$ cat config.mk
export PLATFORM = sky130hd
export DESIGN_NAME = out_stage_ctrl
export DESIGN_NICKNAME = d
export VERILOG_FILES = /design/src/rtl/out_stage_pkg.sv /design/src/rtl/commit_ctrl.sv /design/src/rtl/bank_stage.sv /design/src/rtl/pin_mux.sv /design/src/rtl/out_stage_ctrl.sv
export SDC_FILE = /design/constraint.sdc
export NUM_CORES = 1
export LEC_CHECK = 0
export ABC_AREA = 1
export CORE_MARGIN = 2
export CORE_UTILIZATION = 38
export CTS_CLUSTER_SIZE = 28
export DETAILED_ROUTE_END_ITERATION = 10
export PLACE_DENSITY_LB_ADDON = 0.12
export SLEW_MARGIN = 40
export SYNTH_ARGS = -nofsm -noshare
export SYNTH_HDL_FRONTEND = slang
export SYNTH_SLANG_ARGS = --single-unit
$ cat constraint.sdc
create_clock -name clk -period 1.3 [get_ports clk]
set_clock_uncertainty 0.2 [all_clocks]
set_input_delay 0.39 -clock clk [delete_from_list [all_inputs] [get_ports clk]]
set_output_delay 0.39 -clock clk [all_outputs]
set_load 0.005 [all_outputs]
$ cat src/rtl/out_stage_pkg.sv
package out_stage_pkg;
  localparam int NBANK  = 5;
  localparam int BANK_W = 8;
  localparam int PINS   = NBANK * BANK_W;
  localparam int BIDX_W = 3;

  typedef struct packed {
    logic oe_pol;
    logic ack_mode;
  } mode_t;
endpackage

$ cat src/rtl/commit_ctrl.sv
module commit_ctrl (
  input  logic clk,
  input  logic rst_n,
  input  logic ack_stb,
  input  logic stop_stb,
  input  logic start_stb,
  input  logic ack_mode,
  output logic commit,
  output logic discard
);
  always_comb begin
    commit  = stop_stb | (ack_stb & ack_mode);
    discard = start_stb;
  end

  // in stop mode an acknowledge alone never commits
  assert_ack_ignored_R2: assert property (@(posedge clk) disable iff (!rst_n)
    (ack_stb && !ack_mode && !stop_stb) |-> !commit);
endmodule

$ cat src/rtl/bank_stage.sv
module bank_stage #(
  parameter int W = 8
) (
  input  logic         clk,
  input  logic         rst_n,
  input  logic         wr,
  input  logic [W-1:0] wdata,
  input  logic         commit,
  input  logic         discard,
  output logic [W-1:0] oreg_q
);
  logic [W-1:0] stage_q, stage_d, oreg_d;
  logic         pend_q, pend_d;

  always_comb begin
    stage_d = wr ? wdata : stage_q;
    oreg_d  = (commit && pend_q) ? stage_q : oreg_q;
    pend_d  = pend_q;
    if (commit || discard) pend_d = 1'b0;
    if (wr)                pend_d = 1'b1;
  end

  always_ff @(posedge clk or negedge rst_n) begin
    if (!rst_n) begin
      stage_q <= '0;
      oreg_q  <= '0;
      pend_q  <= 1'b0;
    end else begin
      stage_q <= stage_d;
      oreg_q  <= oreg_d;
      pend_q  <= pend_d;
    end
  end

  // committed data holds between commit strobes
  assert_hold_R2: assert property (@(posedge clk) disable iff (!rst_n)
    !commit |=> $stable(oreg_q));
  // a start with no write leaves nothing pending
  assert_discard_R5: assert property (@(posedge clk) disable iff (!rst_n)
    (discard && !wr) |=> !pend_q);
  // a write beside a commit stays pending
  assert_keep_R11: assert property (@(posedge clk) disable iff (!rst_n)
    (wr && commit) |=> pend_q);
endmodule

$ cat src/rtl/pin_mux.sv
module pin_mux #(
  parameter int NB = 5,
  parameter int W  = 8
) (
  input  logic [NB*W-1:0] oreg,
  input  logic [NB-1:0]   bsel,
  input  logic            bval,
  input  logic [NB*W-1:0] dir,
  input  logic            oe_act,
  output logic [NB*W-1:0] pout,
  output logic [NB*W-1:0] pen
);
  for (genvar b = 0; b < NB; b++) begin : g_bank
    assign pout[b*W +: W] = bsel[b] ? {W{bval}} : oreg[b*W +: W];
  end
  assign pen = ~dir & {NB*W{oe_act}};
endmodule

$ cat src/rtl/out_stage_ctrl.sv
module out_stage_ctrl
  import out_stage_pkg::*;
(
  input  logic              clk,
  input  logic              rst_n,
  input  logic              wr_en,
  input  logic [BIDX_W-1:0] wr_bank,
  input  logic [BANK_W-1:0] wr_data,
  input  logic              ack_stb,
  input  logic              stop_stb,
  input  logic              start_stb,
  input  logic              bc_wr,
  input  logic [BANK_W-1:0] bc_wdata,
  input  logic              cfg_wr,
  input  logic [1:0]        cfg_wdata,
  input  logic [PINS-1:0]   dir_in,
  input  logic              oe_pin,
  output logic [PINS-1:0]   obank_q,
  output logic [PINS-1:0]   pin_out,
  output logic [PINS-1:0]   pin_en
);
  mode_t             mode_q, mode_d;
  logic [BANK_W-1:0] bc_q, bc_d;
  logic              commit, discard, oe_act;

  always_comb begin
    mode_d = cfg_wr ? mode_t'(cfg_wdata) : mode_q;
    bc_d   = bc_wr ? bc_wdata : bc_q;
    oe_act = mode_q.oe_pol ? oe_pin : ~oe_pin;
  end

  always_ff @(posedge clk or negedge rst_n) begin
    if (!rst_n) begin
      mode_q <= '0;
      bc_q   <= '0;
    end else begin
      mode_q <= mode_d;
      bc_q   <= bc_d;
    end
  end

  commit_ctrl u_commit (
    .clk(clk), .rst_n(rst_n), .ack_stb(ack_stb), .stop_stb(stop_stb),
    .start_stb(start_stb), .ack_mode(mode_q.ack_mode),
    .commit(commit), .discard(discard)
  );

  for (genvar b = 0; b < NBANK; b++) begin : g_bank
    logic wr_b;
    assign wr_b = wr_en && (wr_bank == BIDX_W'(b));
    bank_stage #(.W(BANK_W)) u_bank (
      .clk(clk), .rst_n(rst_n), .wr(wr_b), .wdata(wr_data),
      .commit(commit), .discard(discard), .oreg_q(obank_q[b*BANK_W +: BANK_W])
    );

    // unselected banks show their committed register on the pins
    assert_unsel_R6: assert property (@(posedge clk) disable iff (!rst_n)
      !bc_q[b] |-> pin_out[b*BANK_W +: BANK_W] == obank_q[b*BANK_W +: BANK_W]);
  end

  pin_mux #(.NB(NBANK), .W(BANK_W)) u_mux (
    .oreg(obank_q), .bsel(bc_q[NBANK-1:0]), .bval(bc_q[BANK_W-1]),
    .dir(dir_in), .oe_act(oe_act), .pout(pin_out), .pen(pin_en)
  );

  // a broadcast write alone does not move the committed registers
  assert_bc_keep_R7: assert property (@(posedge clk) disable iff (!rst_n)
    (bc_wr && !commit) |=> $stable(obank_q));
  // input-configured pins are never driven
  assert_dir_R9: assert property (@(posedge clk) disable iff (!rst_n)
    (pin_en & dir_in) == '0);
  // pin at its inactive level under the stored polarity disables all drive
  assert_oe_R8: assert property (@(posedge clk) disable iff (!rst_n)
    (oe_pin != mode_q.oe_pol) |-> pin_en == '0);
endmodule

### Word-level counts from Yosys, hierarchy flattened

Cells that the tools add are included.

| storage, ports and cells | value |
|---|---|
| bits in registers | 95 |
| input bits | 70 |
| output and inout port bits | 120 |
| logic and storage cells | 56 |

| operators by class | value |
|---|---|
| equal/unequal tests | 4 |
| mux-type cells | 12 |
| bitwise logic cells | 5 |
| reduce and logical (&&, ||, !) cells | 17 |

Operator list:

| operator | number |
|---|---|
| $and A40 B40 Y40 | 1 |
| $mux W8 | 5 |
| $not A40 Y40 | 1 |
| $logic_and A1 B1 Y1 | 10 |
| $reduce_bool A2 Y1 | 5 |
| $mux W1 | 7 |
| $eq A3 B2 Y1 const B | 2 |
| $eq A3 B1 Y1 const B | 1 |
| $eq A3 B3 Y1 const B | 1 |
| $logic_not A3 Y1 | 1 |
| $and A1 B1 Y1 | 1 |
| $logic_or A1 B1 Y1 | 1 |
| $not A1 Y1 | 1 |
| $or A1 B1 Y1 | 1 |

### Depth between registers and ports, before layout

Gate-level depths: netlist of run 1.

| depth | value |
|---|---|
| depth after elaboration | 5 |
| depth in mapped cells | 6 |
| gate-level depth less buffers | 5 |

### Modules after synthesis

A second synthesis of run 1 with hierarchy kept.

| unflattened totals | value |
|---|---|
| cell total of the unflattened synthesis | 555 |
| area, all modules | 4410.5 sq um |

By module, submodules not included:

| module | instances | cells an instance | area an instance (sq um) | seq. area each (sq um) |
|---|---|---|---|---|
| bank_stage | 5 | 73 | 694.4 | 425.4 |
| pin_mux | 1 | 135 | 536.8 | 0.0 |
| out_stage_ctrl | 1 | 51 | 382.9 | 200.2 |
| commit_ctrl | 1 | 4 | 18.8 | 0.0 |

### Worst setup path after synthesis of run 1

No wires, ideal clock.

| path | value |
|---|---|
| path type | input -> output |
| start point | input port oe_pin |
| end point | output port pin_en[0] |
| arrival time | 854 ps |
| required time | 710 ps |
| slack | -144 ps |
| stages | 3 |
| buffers on the path | 1 |
| path through | xor2_1 buf_2 nor2_1 |

| on the way | value |
|---|---|
| cells in the longest elaborated chain, start to end | 3 |

RTL lines:

| what | RTL line | RTL |
|---|---|---|
| from (decl) | out_stage_ctrl.sv:17 | `input logic oe_pin,` |
| $not A1 Y1 | out_stage_ctrl.sv:29 | `oe_act = mode_q.oe_pol ? oe_pin : ~oe_pin;` |
| $mux W1 (*) | out_stage_ctrl.sv:29 |  |
| $and A40 B40 Y40 (*) | pin_mux.sv:16 | `assign pen = ~dir & {NB*W{oe_act}};` |
| to (decl) | out_stage_ctrl.sv:20 | `output logic [PINS-1:0] pin_en` |

Mark *: on every way between the ends. The rest lies on a longest branch, timed or not.

### Worst setup path after layout of run 1

| path | value |
|---|---|
| start point | register mode_q[1] (netlist bit) |
| end point | output port pin_en[13] |

| on the way | value |
|---|---|
| cells in the longest elaborated chain, start to end | 2 |

RTL lines:

| what | RTL line | RTL |
|---|---|---|
| from (decl) | out_stage_ctrl.sv:22 | `mode_t mode_q, mode_d;` |
| from (signal assigned) | out_stage_ctrl.sv:37 | `mode_q <= mode_d;` |
| $mux W1 | out_stage_ctrl.sv:29 |  |
| $and A40 B40 Y40 | pin_mux.sv:16 |  |

No other way between the ends.

==> reports/metrics.cfg, run 1 <==
[outcome]
status = complete, but fails checks
violations = negative setup slack

[logic_synthesis]
synth_nets = 592
syn_area_sq_um = 4210
synth_top_cell_area_share = 0.552
yosysUniqueCellTypes = 22
synth_seq_area_share = 0.552
synthCells = 522
synth_seq_cells = 93
synth_top_cell_by_area = dfrtp_1
synth_area_leaders = dfrtp_1, nand2_1, nand3_1
syn_avg_cell_area_sq_um = 8.07
ys.warnings.count = 0

[timing]
tightestPinTransition_ns = 0.543
drv_slew = 0
hold_viol = 0
finalSetupViolCount = 150
finalWorstSetupSlack_ns = -0.845
min_period_over_period = 1.65
max_freq_ghz = 0.466
rsz0062_at_grt = yes
slew_headroom = 0.638
post-route-min-period_ns = 2.15

[power_and_ir_drop]
power_w = 0.0107
vdd.ir_drop.worst_mv = 0.787
leakagePower_nw = 4.19
power.density_nw_per_um2 = 1320

[route]
post_drt_via_cell_ratio = 4.87
drtAntennaViolNets = 0
vias = 4745
dr.pass1.iters = 4
wl_um = 15700
wl_per_cell_um = 16.1
drc = 0
drt-initial-drc-count = 157

[placement]
placedCellCount = 866
place.gp.congestion = 0.801
pre_cts_slack_ns = -1.11
place_hpwl_um = 9820
place_area_sq_um = 6540
port_buffers = 187

[grt]
use_met1 = 0.291
grt_util_met3 = 0.0421
grt_max_degree = 41
overflow = 0
grt_pass1_wl_um = 22500
antenna_found_initial = 0
globalRoute.busiestLayer = met2
grt_pass1_vias = 4515
grt_usage = 0.246
grtUsageMet2 = 0.458

[cts]
cts_buffers = 9
cts_sinks = 93
clk_latency_ns = 0.36
root_buffer = clkbuf_8
cts.path.max_buffers = 2
htreeDepth = 3
clkTransAtPathRegs_ns = 0.10
cts_tree = yes

[setup_path]
crit_path_max_fanout = 4
cp.arrival_ns = 1.56
required_ns = 0.71
worstPathCellList = xor2_4 > buf_6 > buf_8 > buf_12 > nor2_4 > buf_6
startpoint_type = register
cpPeakStageDelay_ns = 0.45
crit_type = reg -> out
crit_buf_inv = 4
crit_family = buffers and inverters
endpoint_kind = output port
cp_common_cell = buf_6
cp_slowest_cell = dfrtp_2

[floorplanning]
num_rows = 38
num_io_pins = 190
die-height_um = 109
die_w_um = 109
die_area_sq_um = 11900
core_sq_um = 10800
initial_utilization = 0.389

[layout]
layout-drive-gt1-share = 0.510
final_cells = 975
syn_to_final_growth_pct = 91.0
stdcell_area_sq_um = 8050
fin_nets = 900
antenna_cells = 0

[hold_path]
hold_class = in -> async

[job]
max_cap_viol_count = 0

-- kinds of logic after synthesis --
group / after synthesis / synth area share
xor gates and xnor gates: 1 / 0.00208
muxes: 3 / 0.00802
AOI/OAI and AO/OA: 21 / 0.0321
and+or+nand+nor: 365 / 0.362
buffers and inverters: 39 / 0.0439
DFF: 93 / 0.552
-- path summary, 6_finish.rpt --
| check | endpoint | slack [ns] | startpoint | cells after the start |
|---|---|---|---|---|
| max | pin_en[13] | -0.85 | mode_q[1] | 6 |
| min | g_bank[0].u_bank.oreg_q[3] | 0.19 | rst_n | 2 |
| max reg2reg | g_bank[1].u_bank.oreg_q[6] | -0.11 | mode_q[0] | 8 |
| min reg2reg | g_bank[1].u_bank.stage_q[5] | 0.28 | g_bank[1].u_bank.stage_q[5] | 2 |
| max in group asynchronous | bc_q[1] | 0.27 | rst_n | 3 |
| min in group clk | g_bank[3].u_bank.pend_q | 0.27 | wr_bank[0] | 3 |
-- flip-flops by register name, summed over array words and instances, names as in the netlist --
signal and cells:
g_bank.u_bank.pend_q 5, g_bank.u_bank.oreg_q 40, mode_q 2, bc_q 6, g_bank.u_bank.stage_q 40
-- metrics by stage --
stage               setup TNS, ns  hold WS [ns]   util
CTS                        -72.56         0.181  0.702
global route               -73.42         0.185  0.743
detailed placement        -129.38        0.0344  0.603
floorplan                   -5.31        -0.106      -
finish                     -65.60         0.185  0.743
global placement          -127.47        0.0299  0.603
-- power breakdown --
group          internal, W  switching (W)
logic              0.00253        0.00194
clock network      0.00111        0.00111
registers          0.00350       0.000472
total              0.00714        0.00352
-- repair_timing --
item	4_1_cts	5_1_grt
setup endpoints to repair	205	184
hold buffers	1	0
hold endpoints to repair	93	0
setup buffers	77	16
resized for setup	499	266
cloned	4	5
pin swaps	57	20
-- final cells by class --
class,instances,area [sq um]
Clock buffer,9,124
Clock inverter,7,104
Fill cell,787,2790
Inverter,18,81.3
Multi-Input combinational cell,390,2400
Sequential cell,93,2340
Tap cell,140,175
Timing Repair Buffer,316,2810
Timing Repair inverter,2,15.0
-- metal layers --
metal	wire (um)	up-vias
li1	-	2285
met1	5880	2277
met2	8550	156
met3	896	27
met4	376	0
met5	0	-
-- cell usage after synthesis --
cell,count
nor2_4,1
nand2_2,1
nand2_1,253
nor2_8,1
nand4_1,16
xor2_1,1
clkbuf_1,6
buf_4,3
nor2_1,41
dfrtp_1,93
o21ai_0,13
inv_1,11
buf_2,10
nand2_4,1
nand3_1,48
clkinv_1,5
o21ai_2,8
nand4_2,2
inv_2,2
mux2_2,3
buf_6,2
nor2_2,1
-- worst register-to-register path, cell delays in order, from the launching register on --
cell and delay (ns):
dfrtp_1 0.38, nand2_1 0.08, nand2_2 0.07, buf_12 0.15, buf_12 0.15, buf_8 0.13
nand2_8 0.09, nand2_2 0.07, nand2_1 0.05
-- cells in the final DEF (no fill, tap or decap), types with 21 or more instances in the layout --
cell and n:
nand3_2 24, buf_4 65, nand2_1 184, dfrtp_1 86, buf_2 68, nand2_4 21
nand3_1 24, nand2_2 42, clkbuf_2 22, buf_6 75, clkdlybuf4s50_1 59
No activity file was read; power rests on OpenSTA's default activity.
==> run 2, diff against run 1 <==
CORE_UTILIZATION = 40   (was 38)
REMOVE_ABC_BUFFERS = 1   (was not set)
clock period = 2 ns   (was 1.3 ns; I/O delays follow)
==> reports/metrics.cfg, run 2 (synthesis gave the netlist of run 1 again) <==
[outcome]
status = complete, but fails checks
violations = negative setup slack

[timing]
min_period_over_period = 1.15
rsz0062_at_grt = yes
hold_viol = 0
slew_headroom = 0.668
max_freq_ghz = 0.435
post-route-min-period_ns = 2.30
tightestPinTransition_ns = 0.496
drv_slew = 0
finalWorstSetupSlack_ns = -0.299
tns_ns = -17.34
hold-worst-slack_ns = 0.0678
finalSetupViolCount = 80

[route]
wl_um = 13700
post_drt_via_cell_ratio = 4.88
drt-initial-drc-count = 234
vias = 4508
drtAntennaViolNets = 0
wl_per_cell_um = 14.9
dr.pass1.iters = 4
drc = 0

[cts]
root_buffer = clkbuf_8
cts_buffers = 9
cts.path.max_buffers = 2
htreeDepth = 3
clkTransAtPathRegs_ns = 0.09
cts_sinks = 93
cts_tree = yes
clk_latency_ns = 0.37

[setup_path]
startpoint_type = register
r2r_cells = 6
crit-reg2reg-launch = mode_q[0]
crit_type = reg -> out
endpoint_kind = output port
r2r-end = g_bank[4].u_bank.pend_q
rrSetupSlack_ns = 0.48
required_ns = 1.20
cp.arrival_ns = 1.50
crit_path_max_fanout = 5

[hold_path]
hold_class = in -> async

[power_and_ir_drop]
vdd.ir_drop.worst_mv = 0.406
power_w = 0.00611
leakagePower_nw = 3.93
power.density_nw_per_um2 = 845

[grt]
antenna_found_initial = 1
grt_pass1_vias = 4470
grt_pass1_wl_um = 21700
grt_usage = 0.244
grt_max_degree = 94
overflow = 0

[floorplanning]
num_rows = 37
die_w_um = 107
core_sq_um = 10300
initial_utilization = 0.410
die-height_um = 107
die_area_sq_um = 11400
num_io_pins = 190

[placement]
port_buffers = 187
placedCellCount = 849
place_hpwl_um = 9470
place.gp.congestion = 0.745

[layout]
final_common_cell = nand2_1
most-common-layout-cells = nand2_1, dfrtp_1, clkdlybuf4s50_1
final_cells = 924
fin_nets = 853
syn_to_final_growth_pct = 71.5
top_regs = g_bank.u_bank.oreg_q x40, g_bank.u_bank.stage_q x40, bc_q x6
layout-drive-gt1-share = 0.356

[job]
max_cap_viol_count = 0

## run 2: worst max path at each step
stage / slack, ns / start / depth (start not counted) / endpoint
global route: -0.35 / mode_q[1] / 5 / pin_en[32]
finish: -0.30 / mode_q[1] / 5 / pin_en[19]
detailed placement: -0.84 / oe_pin / 5 / pin_en[34]
global placement: -0.80 / oe_pin / 5 / pin_en[36]
CTS: -0.30 / mode_q[1] / 5 / pin_en[39]
floorplan: -0.94 / oe_pin / 2 / pin_en[0]
## run 2: report_power, final
group	leakage (nW)	switching (W)	total, W	internal (W)
Clock	0.0779	0.000681	0.00113	0.000452
Sequential	1.19	0.000251	0.00252	0.00227
Combinational	2.67	0.00109	0.00245	0.00136
Total	3.93	0.00202	0.00611	0.00408
## run 2: worst max-delay path, cell delays in order, from the launching register on
cell,delay [ns]
dfrtp_1,0.44
xor2_4,0.18
buf_12,0.16
buf_16,0.14
nor2_2,0.08
buf_2,0.13
## run 2: repair_timing
action,in CTS,in global routing
endpoints found under the setup margin,120,80
pin swaps,45,9
gates resized for setup,454,74
buffers inserted,54,4
hold buffers,0,0
cloned,5,0
## run 2: area by class of cell
class                           count  area [sq um]
Fill cell                         843          3050
Inverter                           18          80.1
Multi-Input combinational cell    390          2060
Timing Repair Buffer              271          2420
Tap cell                          136           170
Clock buffer                        9           124
Clock inverter                      6          48.8
Antenna cell                        1          2.50
Sequential cell                    93          2330
## run 2: stage by stage
step                       util  area, sq um  setup WS [ns]
after floorplan               -         4100         -0.942
after global placement    0.622         6390         -0.800
after detailed placement  0.622         6390         -0.836
after CTS                 0.676         6950         -0.297
after global routing      0.703         7230         -0.351
final                     0.703         7230         -0.299
## run 2: metal layers
layer | wire length, um | global-route usage
met1 | 5260 | 0.278
met2 | 7210 | 0.437
met3 | 870 | 0.0468
met4 | 397 | 0.117
met5 | 0 | 0
